===== config.mk =====
export PLATFORM = sky130hd
export DESIGN_NAME = irq_unit
export DESIGN_NICKNAME = d
export VERILOG_FILES = /design/src/rtl/irq_unit_pkg.sv /design/src/rtl/irq_status_bank.sv /design/src/rtl/irq_mask_bank.sv /design/src/rtl/irq_line_stage.sv /design/src/rtl/irq_unit.sv
export SDC_FILE = /design/constraint.sdc
export NUM_CORES = 1
export LEC_CHECK = 0
export BUFFER_PORTS_ARGS = -buffer_cell sky130_fd_sc_hd__buf_2
export CAP_MARGIN = 20
export CORE_MARGIN = 10
export CORE_UTILIZATION = 40
export DETAILED_ROUTE_END_ITERATION = 16
export PLACE_DENSITY = 0.72
export SYNTH_ARGS = -nofsm -noshare
export SYNTH_HDL_FRONTEND = slang
export SYNTH_HIERARCHICAL = 1
export SYNTH_SLANG_ARGS = --single-unit

===== constraint.sdc =====
create_clock -name clk -period 1.1 [get_ports clk]
set_input_delay 0.22 -clock clk [delete_from_list [all_inputs] [get_ports clk]]
set_output_delay 0.22 -clock clk [all_outputs]
set_load 0.01 [all_outputs]

===== src/rtl/irq_unit_pkg.sv =====
package irq_unit_pkg;

    localparam int EVT_W = 10;

    // positions that carry a real event; bit 8 is reserved
    localparam logic [EVT_W-1:0] IMPL_BITS = 10'b10_1111_1111;

    typedef enum logic [2:0] {
        SEL_PENDING = 3'd0,
        SEL_PERMIT  = 3'd1,
        SEL_SET     = 3'd2,
        SEL_CLEAR   = 3'd3
    } reg_sel_e;

endpackage


===== src/rtl/irq_status_bank.sv =====
module irq_status_bank
    import irq_unit_pkg::*;
#(
    parameter int              W    = EVT_W,
    parameter logic [W-1:0]    IMPL = IMPL_BITS
) (
    input  logic         clk,
    input  logic         rst,
    input  logic [W-1:0] evt_i,
    input  logic [W-1:0] clr_i,
    output logic [W-1:0] stat_o
);

    for (genvar i = 0; i < W; i++) begin : g_bit
        if (IMPL[i]) begin : g_live
            logic pend_q;
            always_ff @(posedge clk) begin
                if (rst)
                    pend_q <= 1'b0;
                else if (evt_i[i])
                    pend_q <= 1'b1;
                else if (clr_i[i])
                    pend_q <= 1'b0;
            end
            assign stat_o[i] = pend_q;
        end else begin : g_tied
            logic unused_in;
            assign unused_in = evt_i[i] ^ clr_i[i];
            assign stat_o[i] = 1'b0;
        end
    end

    AST_EVT_SETS: assert property (@(posedge clk) disable iff (rst)
        (|(evt_i & IMPL)) |=> ((stat_o & $past(evt_i & IMPL)) == $past(evt_i & IMPL)));

    AST_FALL_NEEDS_CLEAR: assert property (@(posedge clk) disable iff (rst)
        ((~stat_o & $past(stat_o) & ~$past(clr_i)) == '0));

    AST_EVENT_WINS: assert property (@(posedge clk) disable iff (rst)
        (|(evt_i & clr_i & IMPL)) |=> ((stat_o & $past(evt_i & clr_i & IMPL)) == $past(evt_i & clr_i & IMPL)));

    AST_PEND_RSVD: assert property (@(posedge clk) disable iff (rst)
        ((stat_o & ~IMPL) == '0));

endmodule


===== src/rtl/irq_mask_bank.sv =====
module irq_mask_bank
    import irq_unit_pkg::*;
#(
    parameter int              W    = EVT_W,
    parameter logic [W-1:0]    IMPL = IMPL_BITS
) (
    input  logic         clk,
    input  logic         rst,
    input  logic [W-1:0] set_i,
    input  logic [W-1:0] clr_i,
    output logic [W-1:0] mask_o
);

    logic [W-1:0] mask_q;

    always_ff @(posedge clk) begin
        if (rst)
            mask_q <= '0;
        else
            mask_q <= (mask_q | set_i) & ~clr_i & IMPL;
    end

    assign mask_o = mask_q;

    AST_SET_TAKES: assert property (@(posedge clk) disable iff (rst)
        (|set_i) |=> ((mask_q & $past(set_i & IMPL)) == $past(set_i & IMPL)));

    AST_CLR_TAKES: assert property (@(posedge clk) disable iff (rst)
        (|clr_i) |=> ((mask_q & $past(clr_i)) == '0));

    AST_UNNAMED_STABLE: assert property (@(posedge clk) disable iff (rst)
        (((mask_q ^ $past(mask_q)) & ~$past(set_i | clr_i)) == '0));

    AST_MASK_RSVD: assert property (@(posedge clk) disable iff (rst)
        ((mask_q & ~IMPL) == '0));

endmodule


===== src/rtl/irq_line_stage.sv =====
module irq_line_stage #(
    parameter int W = 10
) (
    input  logic         clk,
    input  logic         rst,
    input  logic [W-1:0] stat_i,
    input  logic [W-1:0] mask_i,
    output logic         irq_o
);

    logic irq_q;

    always_ff @(posedge clk) begin
        if (rst)
            irq_q <= 1'b0;
        else
            irq_q <= |(stat_i & mask_i);
    end

    assign irq_o = irq_q;

endmodule


===== src/rtl/irq_unit.sv =====
module irq_unit
    import irq_unit_pkg::*;
#(
    parameter int DATA_W = 32,
    parameter int ADDR_W = 3
) (
    input  logic              clk,
    input  logic              rst,
    input  logic              acc_en,
    input  logic              acc_wr,
    input  logic [ADDR_W-1:0] acc_addr,
    input  logic [DATA_W-1:0] acc_wdata,
    output logic [DATA_W-1:0] acc_rdata,
    input  logic [EVT_W-1:0]  evt_i,
    output logic              irq_o
);

    localparam int PAD_W = DATA_W - EVT_W;

    logic             rd_req;
    logic             wr_req;
    logic [EVT_W-1:0] wbits;
    logic [EVT_W-1:0] pend_clr;
    logic [EVT_W-1:0] perm_set;
    logic [EVT_W-1:0] perm_clr;
    logic [EVT_W-1:0] pend;
    logic [EVT_W-1:0] perm;
    logic             unused_wdata;

    assign rd_req       = acc_en & ~acc_wr;
    assign wr_req       = acc_en & acc_wr;
    assign wbits        = acc_wdata[EVT_W-1:0];
    assign unused_wdata = ^acc_wdata[DATA_W-1:EVT_W];

    assign pend_clr = (wr_req && acc_addr == ADDR_W'(SEL_PENDING)) ? wbits : '0;
    assign perm_set = (wr_req && acc_addr == ADDR_W'(SEL_SET))     ? wbits : '0;
    assign perm_clr = (wr_req && acc_addr == ADDR_W'(SEL_CLEAR))   ? wbits : '0;

    irq_status_bank #(.W(EVT_W), .IMPL(IMPL_BITS)) u_pend (
        .clk    (clk),
        .rst    (rst),
        .evt_i  (evt_i),
        .clr_i  (pend_clr),
        .stat_o (pend)
    );

    irq_mask_bank #(.W(EVT_W), .IMPL(IMPL_BITS)) u_perm (
        .clk    (clk),
        .rst    (rst),
        .set_i  (perm_set),
        .clr_i  (perm_clr),
        .mask_o (perm)
    );

    irq_line_stage #(.W(EVT_W)) u_line (
        .clk    (clk),
        .rst    (rst),
        .stat_i (pend),
        .mask_i (perm),
        .irq_o  (irq_o)
    );

    always_comb begin
        acc_rdata = '0;
        if (rd_req) begin
            if (acc_addr == ADDR_W'(SEL_PENDING))
                acc_rdata = {{PAD_W{1'b0}}, pend};
            else if (acc_addr == ADDR_W'(SEL_PERMIT))
                acc_rdata = {{PAD_W{1'b0}}, perm};
        end
    end

    AST_IRQ_RISES: assert property (@(posedge clk) disable iff (rst)
        (|(pend & perm)) |=> irq_o);

    AST_IRQ_QUIET: assert property (@(posedge clk) disable iff (rst)
        !(|(pend & perm)) |=> !irq_o);

    AST_WO_READS_ZERO: assert property (@(posedge clk) disable iff (rst)
        (rd_req && (acc_addr == ADDR_W'(SEL_SET) || acc_addr == ADDR_W'(SEL_CLEAR))) |-> (acc_rdata == '0));

    AST_IDLE_RDATA_ZERO: assert property (@(posedge clk) disable iff (rst)
        !rd_req |-> (acc_rdata == '0));

    AST_HIGH_BITS_ZERO: assert property (@(posedge clk) disable iff (rst)
        (acc_rdata[DATA_W-1:EVT_W] == '0));

endmodule


# After elaboration in Yosys (flattened, before gate mapping)
# Index checks and enable logic that the tools add are counted.
# word_totals
ff_bits	20
in_bits	49
wordCells	60
# op_classes
eq_ne	3
n_mux	24
bitwise_logic	7
reduce_logical	14
# op_table
op	count
$mux 10	6
$and 10x10->10	2
$mux 1	18
$reduce_bool 2->1	9
$not 10->10	1
$or 10x10->10	1
$reduce_or 10->1	1
$eq 3x2->1 const B	2
$eq 3x1->1 const B	1
$logic_and 1x1->1	3
$logic_not 3->1	1
$and 1x1->1	2
$not 1->1	1

# Depth between registers and ports, before layout
# Gate-level depths: netlist of the first run.
# depth
depth_word	5
mapped_depth	5
depth_no_buf	4

# Hierarchy
# The synthesis of the first run kept the hierarchy.
# modules_own_cells
mod	instances	cells_each	area_per_inst_um2	seq_area_each_um2
irq_unit	1	84	585.6	0.0
irq_status_bank	1	48	506.7	180.2
irq_mask_bank	1	30	332.8	180.2
irq_line_stage	1	7	81.3	20.0

# Worst setup path after synthesis of the first run
# No wires, ideal clock.
# synth_path
path_type	input to output
startpoint	input port acc_wr
endpoint	output port acc_rdata[0]
t_arrival_ns	1.076
required_ns	0.880
slack_ns	-0.196
cell_stages	3
n_path_buf	1
cell_sequence	or4b_1 > buf_6 > nor2_1
# synth_between
elab_chain_cells	3
# synth_rtl
item	line	rtl
start, declared	irq_unit.sv:10	input logic acc_wr,
$not 1->1	irq_unit.sv:30	assign rd_req = acc_en & ~acc_wr;
$and 1x1->1	irq_unit.sv:30	
$mux 10	irq_unit.sv:65	if (rd_req) begin
end, declared	irq_unit.sv:13	output logic [DATA_W-1:0] acc_rdata,
# Every way passes these cells.

# Worst setup path in the final report of the first run
# layout_path
startpoint	input port acc_addr[2]
endpoint	output port acc_rdata[3]
# layout_between
elab_chain_cells	4
elab_cells_between_ends	5
# layout_rtl
item	line	rtl
start, declared	irq_unit.sv:11	input logic [ADDR_W-1:0] acc_addr,
$eq 3x1->1	irq_unit.sv:68	else if (acc_addr == ADDR_W'(SEL_PERMIT))
$mux 10	irq_unit.sv:68	
$mux 10 (*)	irq_unit.sv:66	if (acc_addr == ADDR_W'(SEL_PENDING))
$mux 10 (*)	irq_unit.sv:65	
# Every way passes the cells marked *; elsewhere a longest branch is shown, timed or not.

==> results of run 1 <==
[how the worst min path moves through the flow]
stage / endpoint / cells past startpoint / slack [ps]
6_report: u_pend/g_bit[2].g_live.pend_q / 3 / 190
5_1_grt: u_pend/g_bit[2].g_live.pend_q / 3 / 200
4_1_cts: u_pend/g_bit[9].g_live.pend_q / 3 / 190
3_5_place_dp: u_pend/g_bit[9].g_live.pend_q / 3 / 460
3_3_place_gp: u_pend/g_bit[7].g_live.pend_q / 3 / 460
2_1_floorplan: u_line/irq_o / 1 / 290
[routing by layer]
layer / vias up / routed length, um / track usage
met5: - / 0 / 0
met4: 0 / 20 / 0.0311
met3: 2 / 290 / 0.0397
met2: 28 / 1900 / 0.183
met1: 522 / 1440 / 0.119
li1: 583 / - / -
[flip-flops by register name, indices dropped and copies added (netlist names)]
| signal | count |
|---|---|
| u_perm/mask_o | 9 |
| u_line/irq_o | 1 |
| u_pend/g_bit.g_live.pend_q | 9 |
[metrics by stage]
step / hold slack (ps) / area (sq um) / setup TNS [ps] / total power [mW] / util
after floorplan: 289 / 1650 / -1270 / 1.07 / -
after CTS: 186 / 1880 / -2850 / 1.61 / 0.517
after global routing: 197 / 1930 / -2940 / 1.68 / 0.531
after global placement: 456 / 1730 / -7330 / 1.10 / 0.476
final: 187 / 1930 / -2750 / 1.61 / 0.531
after detailed placement: 460 / 1730 / -7730 / 1.11 / 0.476
[final cells by class]
type / instances / area (sq um)
fill: 347 / 1700
multi-input combinational: 118 / 986
timing repair buffer: 53 / 422
sequential: 19 / 382
tap: 48 / 60.1
clock buffer: 3 / 41.3
inverter: 9 / 33.8
clock inverter: 1 / 5.00
[timing repair]
item / CTS / global route
setup endpoints to repair: 12 / 17
resized for setup: 18 / 10
pin swaps: 4 / 4
cloned: 1 / 0
[power by group through the flow]
| stage | combinational [mW] | clock, mW | sequential (mW) |
|---|---|---|---|
| final | 0.387 | 0.484 | 0.744 |
| after global routing | 0.419 | 0.514 | 0.748 |
| after CTS | 0.369 | 0.496 | 0.744 |
| after detailed placement | 0.349 | 0 | 0.760 |
| after global placement | 0.343 | 0 | 0.759 |
| after floorplan | 0.309 | 0 | 0.759 |
[worst max-delay path, stage by stage]
cell and delay [ps]:
buf_8 100, or4b_4 650, nor2_4 120, buf_6 110
[layout by cell type, fill, tap and decap left out, types with 2 or more instances in the layout]
cell type / n
and3_1: 18
nor2_4: 9
buf_12: 2
conb_1: 24
nand2b_4: 9
buf_6: 11
nor3b_2: 5
a21oi_2: 9
buf_4: 15
buf_8: 2
a22o_1: 2
dfxtp_1: 18
or4b_4: 2
nor2_1: 9
a221oi_2: 2
nor3_2: 8
inv_1: 9
buf_2: 23
mux2i_1: 10
nor3b_1: 3
clkbuf_8: 3
==> run metrics, run 1 <==
Top-Level Pins 82; worst vdd ir 0.000417 V; beginning of the worst hold path evt_i[2]; Port Buf Inserts 34; clock skew 5.47 ps; CP required 880 ps; Routed wire per std cell 14.5 um; pre-CTS setup slack -414 ps; R2R Path Start u_pend/g_bit[2].g_live.pend_q; final WL ~3600 um; # DRC 0; Flop pwr share 0.461; via density per instance around 4.5; Synthesis Warnings 6; Int Pwr 1.15 mW; Root Driver clkbuf_8; post-DP HPWL between 2000 and 3000 um; die area between 6000 and 7000 sq um; status complete, but fails checks; GRT Total Usage 0.106; reg2reg setup slack 80 ps; final period utilization 1.29; Gate power share 0.239; switching part of the total 0.286; Routed Antenna Nets 0; number of global-route vias before repair 1193; Std-Cell Rows 22; Mapped Cells ~170; Worst setup SP type input port; CTS tree built; P_leak about 0.90 nW; drt pass-1 iters 5; Die X 81.0 um; core area 3630 sq um; hold-fix buffer count after cts 0; nature of the critical path endpoint output port; Clock Latency Late Sink 250 ps; class of the most critical setup path in -> out; worst path arrival time 1200 ps; Switch Pwr ~460 uW; failing checks setup timing; initial core utilization 0.409; power per cell area 837 nW/um^2; Syn Std Cell Area 1490 sq um; Worst Setup SP acc_addr[2]; RD Place Congestion 0.725; Hold Fails Final Rpt 0; fin. max-slew vios 0; Inst Count DP 246; CTS Buffer Depth 2; clock sinks 19; RSZ-0062 raised after global routing yes; area grow syn2layout 29.8%; setup ws final -320 ps; layout cell share with drive strength beyond 1 0.527; Ant. Diodes 0; global-route wire length before repair about 5500 um; CTS H-tree lvls 1; initial antenna violation count 0; nets@finish approximately 250; FF-to-FF path depth 3; Worst Setup EP acc_rdata[3]; CTS Buf Count 3; Tmin final 1420 ps; max cap viols 0; GRT Residual Overflow 0; critical path fanouts, max 5; R2R Path End u_line/irq_o; drt initial violations 52; largest net degree at the start of global routing 20; Avg Inst Size Synth 8.95 sq um; Die Height 81.0 um; share of power burned in the clock network 0.300; Clock transition at path regs around 80 ps; fmax 704 MHz; via count 1135; # Post-CTS Setup Buffers 0; Worst Hold Class in -> reg; final cell count without fillers ~250; final setup vio count 9
Power figures use the tool's default switching activity.
==> run 2, diff against run 1 <==
--- a/config.mk
+++ b/config.mk
@@ -11,6 +11,7 @@
 export CORE_UTILIZATION = 40
 export DETAILED_ROUTE_END_ITERATION = 16
 export PLACE_DENSITY = 0.72
+export SKIP_CTS_REPAIR_TIMING = 1
 export SYNTH_ARGS = -nofsm -noshare
 export SYNTH_HDL_FRONTEND = slang
 export SYNTH_HIERARCHICAL = 1
==> run metrics, run 2 (same netlist as run 1, synthesis figures left out) <==
class of the most critical setup path in -> out; Port Buf Inserts 34; CP required approximately 880 ps; Switch Pwr approximately 460 uW; fin. max-slew vios 0; reg2reg setup slack ~80 ps; Routed Antenna Nets 0; Gate power share 0.239; GRT Total Usage 0.101; initial antenna violation count 0; max cap viols 0; CTS H-tree lvls 1; Root Driver clkbuf_8; switching part of the total 0.287; RSZ-0062 raised after global routing yes; setup ws final -346 ps; worst vdd ir 0.000420 V; share of power burned in the clock network 0.299; Post-DP Area 1730 sq um; Routed wire per std cell 14.9 um; drt initial violations 51; fin util 0.528; final non-filler cell area 1920 sq um; critical path fanouts, max 5; Top-Level Pins 82; CTS Buf Count 3; Flop pwr share 0.462; area grow syn2layout 29.0%; core area roughly 3600 sq um; P_leak slightly below 0.9 nW; # DRC 0; via count 1141; number of global-route vias before repair 1175; Clock transition at path regs 70 ps; nature of the critical path endpoint output port; GRT Residual Overflow 0; Die Height 81.0 um; worst path arrival time between 1000 and 1500 ps; fmax 691 MHz; Clock Latency Late Sink 250 ps; largest net degree at the start of global routing 20; Hold Fails Final Rpt 0; initial core utilization 0.409; global-route wire length before repair 5320 um; Std-Cell Rows 22; clock sinks 19; final setup vio count 9; power per cell area ~840 nW/um^2; die area 6550 sq um; failing checks setup timing; post-DP HPWL 2660 um; most common cell after layout, fill and taps aside conb_1; via density per instance 4.55; Worst setup SP type input port; final period utilization 1.31; final WL 3750 um; Ant. Diodes 0; Worst Hold Class in -> reg; status complete, but fails checks; Die X 81.0 um; CTS tree built; clock skew roughly 3.4 ps; Int Pwr roughly 1.1 mW; CTS Buffer Depth 2; Tmin final 1450 ps; drt pass-1 iters 4; most frequent cells in the layout conb_1, buf_2, and3_1, dfxtp_1, buf_4; nets@finish 253; RD Place Congestion ~0.73; layout cell share with drive strength beyond 1 0.522; pre-CTS setup slack -414 ps
run 2: cell counts in the layout (fill, tap and decap cells not counted):
No cell type changed its count.
run 2: area by class of cell:
cell class	instances	area (sq um)
fillers	353	1720
multi-input cells	118	981
repair buffers	53	414
flip-flops and latches	19	382
well taps	48	60.1
clock buffers	3	41.3
inverters	9	33.8
clock inverters	1	5.00
run 2: power by group through the flow:
stage               clock network (mW)  registers (mW)  logic (mW)
floorplan                            0           0.759       0.309
global placement                     0           0.759       0.343
finish                           0.482           0.744       0.385
CTS                              0.496           0.744       0.350
detailed placement                   0           0.760       0.349
global route                     0.513           0.748       0.416
run 2: worst paths after layout:
path,depth (start not counted),endpoint,start
max,4,acc_rdata[4],acc_addr[1]
min,3,u_pend/g_bit[2].g_live.pend_q,evt_i[2]
max reg2reg,3,u_line/irq_o,u_pend/g_bit[2].g_live.pend_q
min reg2reg,2,u_pend/g_bit[2].g_live.pend_q,u_pend/g_bit[2].g_live.pend_q
run 2: layer usage:
| metal | vias up | GRT usage | share of wire |
|---|---|---|---|
| met5 | - | 0 | 0 |
| met4 | 0 | 0.0311 | 0.0053 |
| met3 | 2 | 0.0408 | 0.077 |
| met2 | 27 | 0.174 | 0.53 |
| met1 | 527 | 0.110 | 0.39 |
| li1 | 585 | - | - |
run 2: per-stage QoR:
step / setup TNS (ps) / instances / power, mW / hold WS [ps]
final: -2870 / 251 / 1.61 / 189
after global routing: -3080 / 251 / 1.68 / 197
after CTS: -3750 / 250 / 1.59 / 186
after detailed placement: -7730 / 246 / 1.11 / 460
after global placement: -7330 / 246 / 1.10 / 456
after floorplan: -1270 / 187 / 1.07 / 289
run 2: critical path, stage by stage:
cell and delay, ps:
buf_8 100, or4b_4 650, nor2_4 140, buf_6 100
==> run 3, diff against run 2 <==
--- a/config.mk
+++ b/config.mk
@@ -5,11 +5,13 @@
 export SDC_FILE = /design/constraint.sdc
 export NUM_CORES = 1
 export LEC_CHECK = 0
-export BUFFER_PORTS_ARGS = -buffer_cell sky130_fd_sc_hd__buf_2
+export BUFFER_PORTS_ARGS = -buffer_cell sky130_fd_sc_hd__buf_4
 export CAP_MARGIN = 20
 export CORE_MARGIN = 10
 export CORE_UTILIZATION = 40
+export CTS_BUF_LIST = sky130_fd_sc_hd__clkbuf_16
 export DETAILED_ROUTE_END_ITERATION = 16
+export MAX_ROUTING_LAYER = met4
 export PLACE_DENSITY = 0.72
 export SKIP_CTS_REPAIR_TIMING = 1
 export SYNTH_ARGS = -nofsm -noshare
==> run metrics, run 3 (same netlist as run 1, synthesis figures left out) <==
final WL approximately 3800 um; # DRC 0; most frequent cells in the layout buf_4, conb_1, dfxtp_1; Slowest-stage cell, CP or4b_4; Inst Count DP 246; Ant. Diodes 0; Tmin final 1440 ps; Clock Latency Late Sink roughly 250 ps; final period utilization 1.31; via density per instance 4.54; initial core utilization 0.409; P_leak 0.923 nW; Crit path largest cell delay approximately 650 ps; critical path fanouts, max 5; area grow syn2layout 34.4%; reg2reg setup slack 70 ps; Worst Setup SP acc_addr[1]; class of the most critical setup path in -> out; Root Driver clkbuf_16; Worst Hold Class in -> reg; critical-path cell list buf_8 -> or4b_4 -> nor2_4 -> buf_6; CTS H-tree lvls 1; Min Hold Slack 203 ps; clock sinks 19; GRT Residual Overflow 0; failing checks setup timing; power per cell area about 940 nW/um^2; Worst setup SP type input port; drt pass-1 iters 4; most common cell after layout, fill and taps aside buf_4; CTS Buffer Depth 2; Min-Delay Endpoint u_pend/g_bit[1].g_live.pend_q; core area approximately 3600 sq um; worst path arrival time 1220 ps; Die X 81.0 um; clock skew 1.58 ps; Top-Level Pins 82; number of global-route vias before repair 1151; nets@finish about 250; Filler cells 349; via count 1139; fmax ~700 MHz; Routed wire per std cell around 15 um; nature of the critical path endpoint output port; status complete, but fails checks; final setup vio count 9; CTS tree built; beginning of the worst hold path evt_i[1]; Min-Delay Path Depth 3; final cell count without fillers 251; Routed Antenna Nets 0; CTS Buf Count 3; die area 6550 sq um; Hold Fails Final Rpt 0; RSZ-0062 raised after global routing yes; drt initial violations 61; largest net degree at the start of global routing 20; GRT Total Usage 0.102; Crit path max-delay family simple AND/OR/NAND/NOR gates; Die Height 81.0 um; layout cell share with drive strength beyond 1 0.532; Port Buf Inserts 34; FF-to-FF path depth 3; R2R Path End u_line/irq_o; initial antenna violation count 0; Std-Cell Rows 22; R2R Path Start u_pend/g_bit[2].g_live.pend_q; post-DP HPWL 2730 um; WP buf/inv 2; max cap viols 0; Clock transition at path regs 50 ps; RD Place Congestion roughly 0.77; CP required 880 ps; global-route wire length before repair 5270 um; worst vdd ir 0.000443 V; fin. max-slew vios 0; setup ws final -339 ps
-- run 3: cell count changes in the layout (fill, tap and decap cells not counted), moves of 3 or more --
cell and delta:
clkbuf_8 -3, buf_2 -23, nor3b_1 -4, nor3b_2 +5
clkbuf_16 +3, buf_4 +25
-- run 3: how the worst max path moves through the flow --
stage | endpoint | depth (start not counted)
3_5_place_dp | acc_rdata[0] | 4
2_1_floorplan | acc_rdata[0] | 3
6_report | acc_rdata[0] | 4
4_1_cts | acc_rdata[0] | 4
5_1_grt | acc_rdata[0] | 4
3_3_place_gp | acc_rdata[9] | 4
-- run 3: cell type report --
| type | instances | area [sq um] | area share |
|---|---|---|---|
| clock buffers | 3 | 75.1 | 0.0376 |
| multi-input cells | 118 | 995 | 0.498 |
| clock inverters | 1 | 3.75 | 0.00188 |
| repair buffers | 53 | 450 | 0.225 |
| flip-flops and latches | 19 | 380 | 0.190 |
| well taps | 48 | 60.1 | 0.0301 |
| inverters | 9 | 33.8 | 0.0169 |
-- run 3: worst register-to-register path: stages (launching register included) --
cell and delay [ps]:
dfxtp_1 340, a22o_1 260, a221oi_2 190, a31oi_1 110
-- run 3: power breakdown --
part | switching [mW] | internal (mW) | total [mW]
Clock | 0.247 | 0.483 | 0.730
Sequential | 0.0265 | 0.719 | 0.746
Combinational | 0.203 | 0.194 | 0.398
-- run 3: metrics by stage --
step | TNS (ps) | util | total power [mW] | cell area [sq um] | worst slack [ps]
2_1_floorplan | -1270 | - | 1.07 | 1650 | -141
3_3_place_gp | -7660 | 0.492 | 1.12 | 1790 | -402
3_5_place_dp | -8150 | 0.492 | 1.12 | 1790 | -419
4_1_cts | -3900 | 0.514 | 1.87 | 1870 | -419
5_1_grt | -3140 | 0.550 | 1.97 | 2000 | -363
6_report | -2820 | 0.550 | 1.87 | 2000 | -339
-- run 3: metal layers --
layer  track usage  wire length (um)  up-vias
met1         0.120              1540      518
met4        0.0208                27        0
met3        0.0221               273        2
met5             -                 0        -
li1              -                 -      583
met2         0.175              1900       36
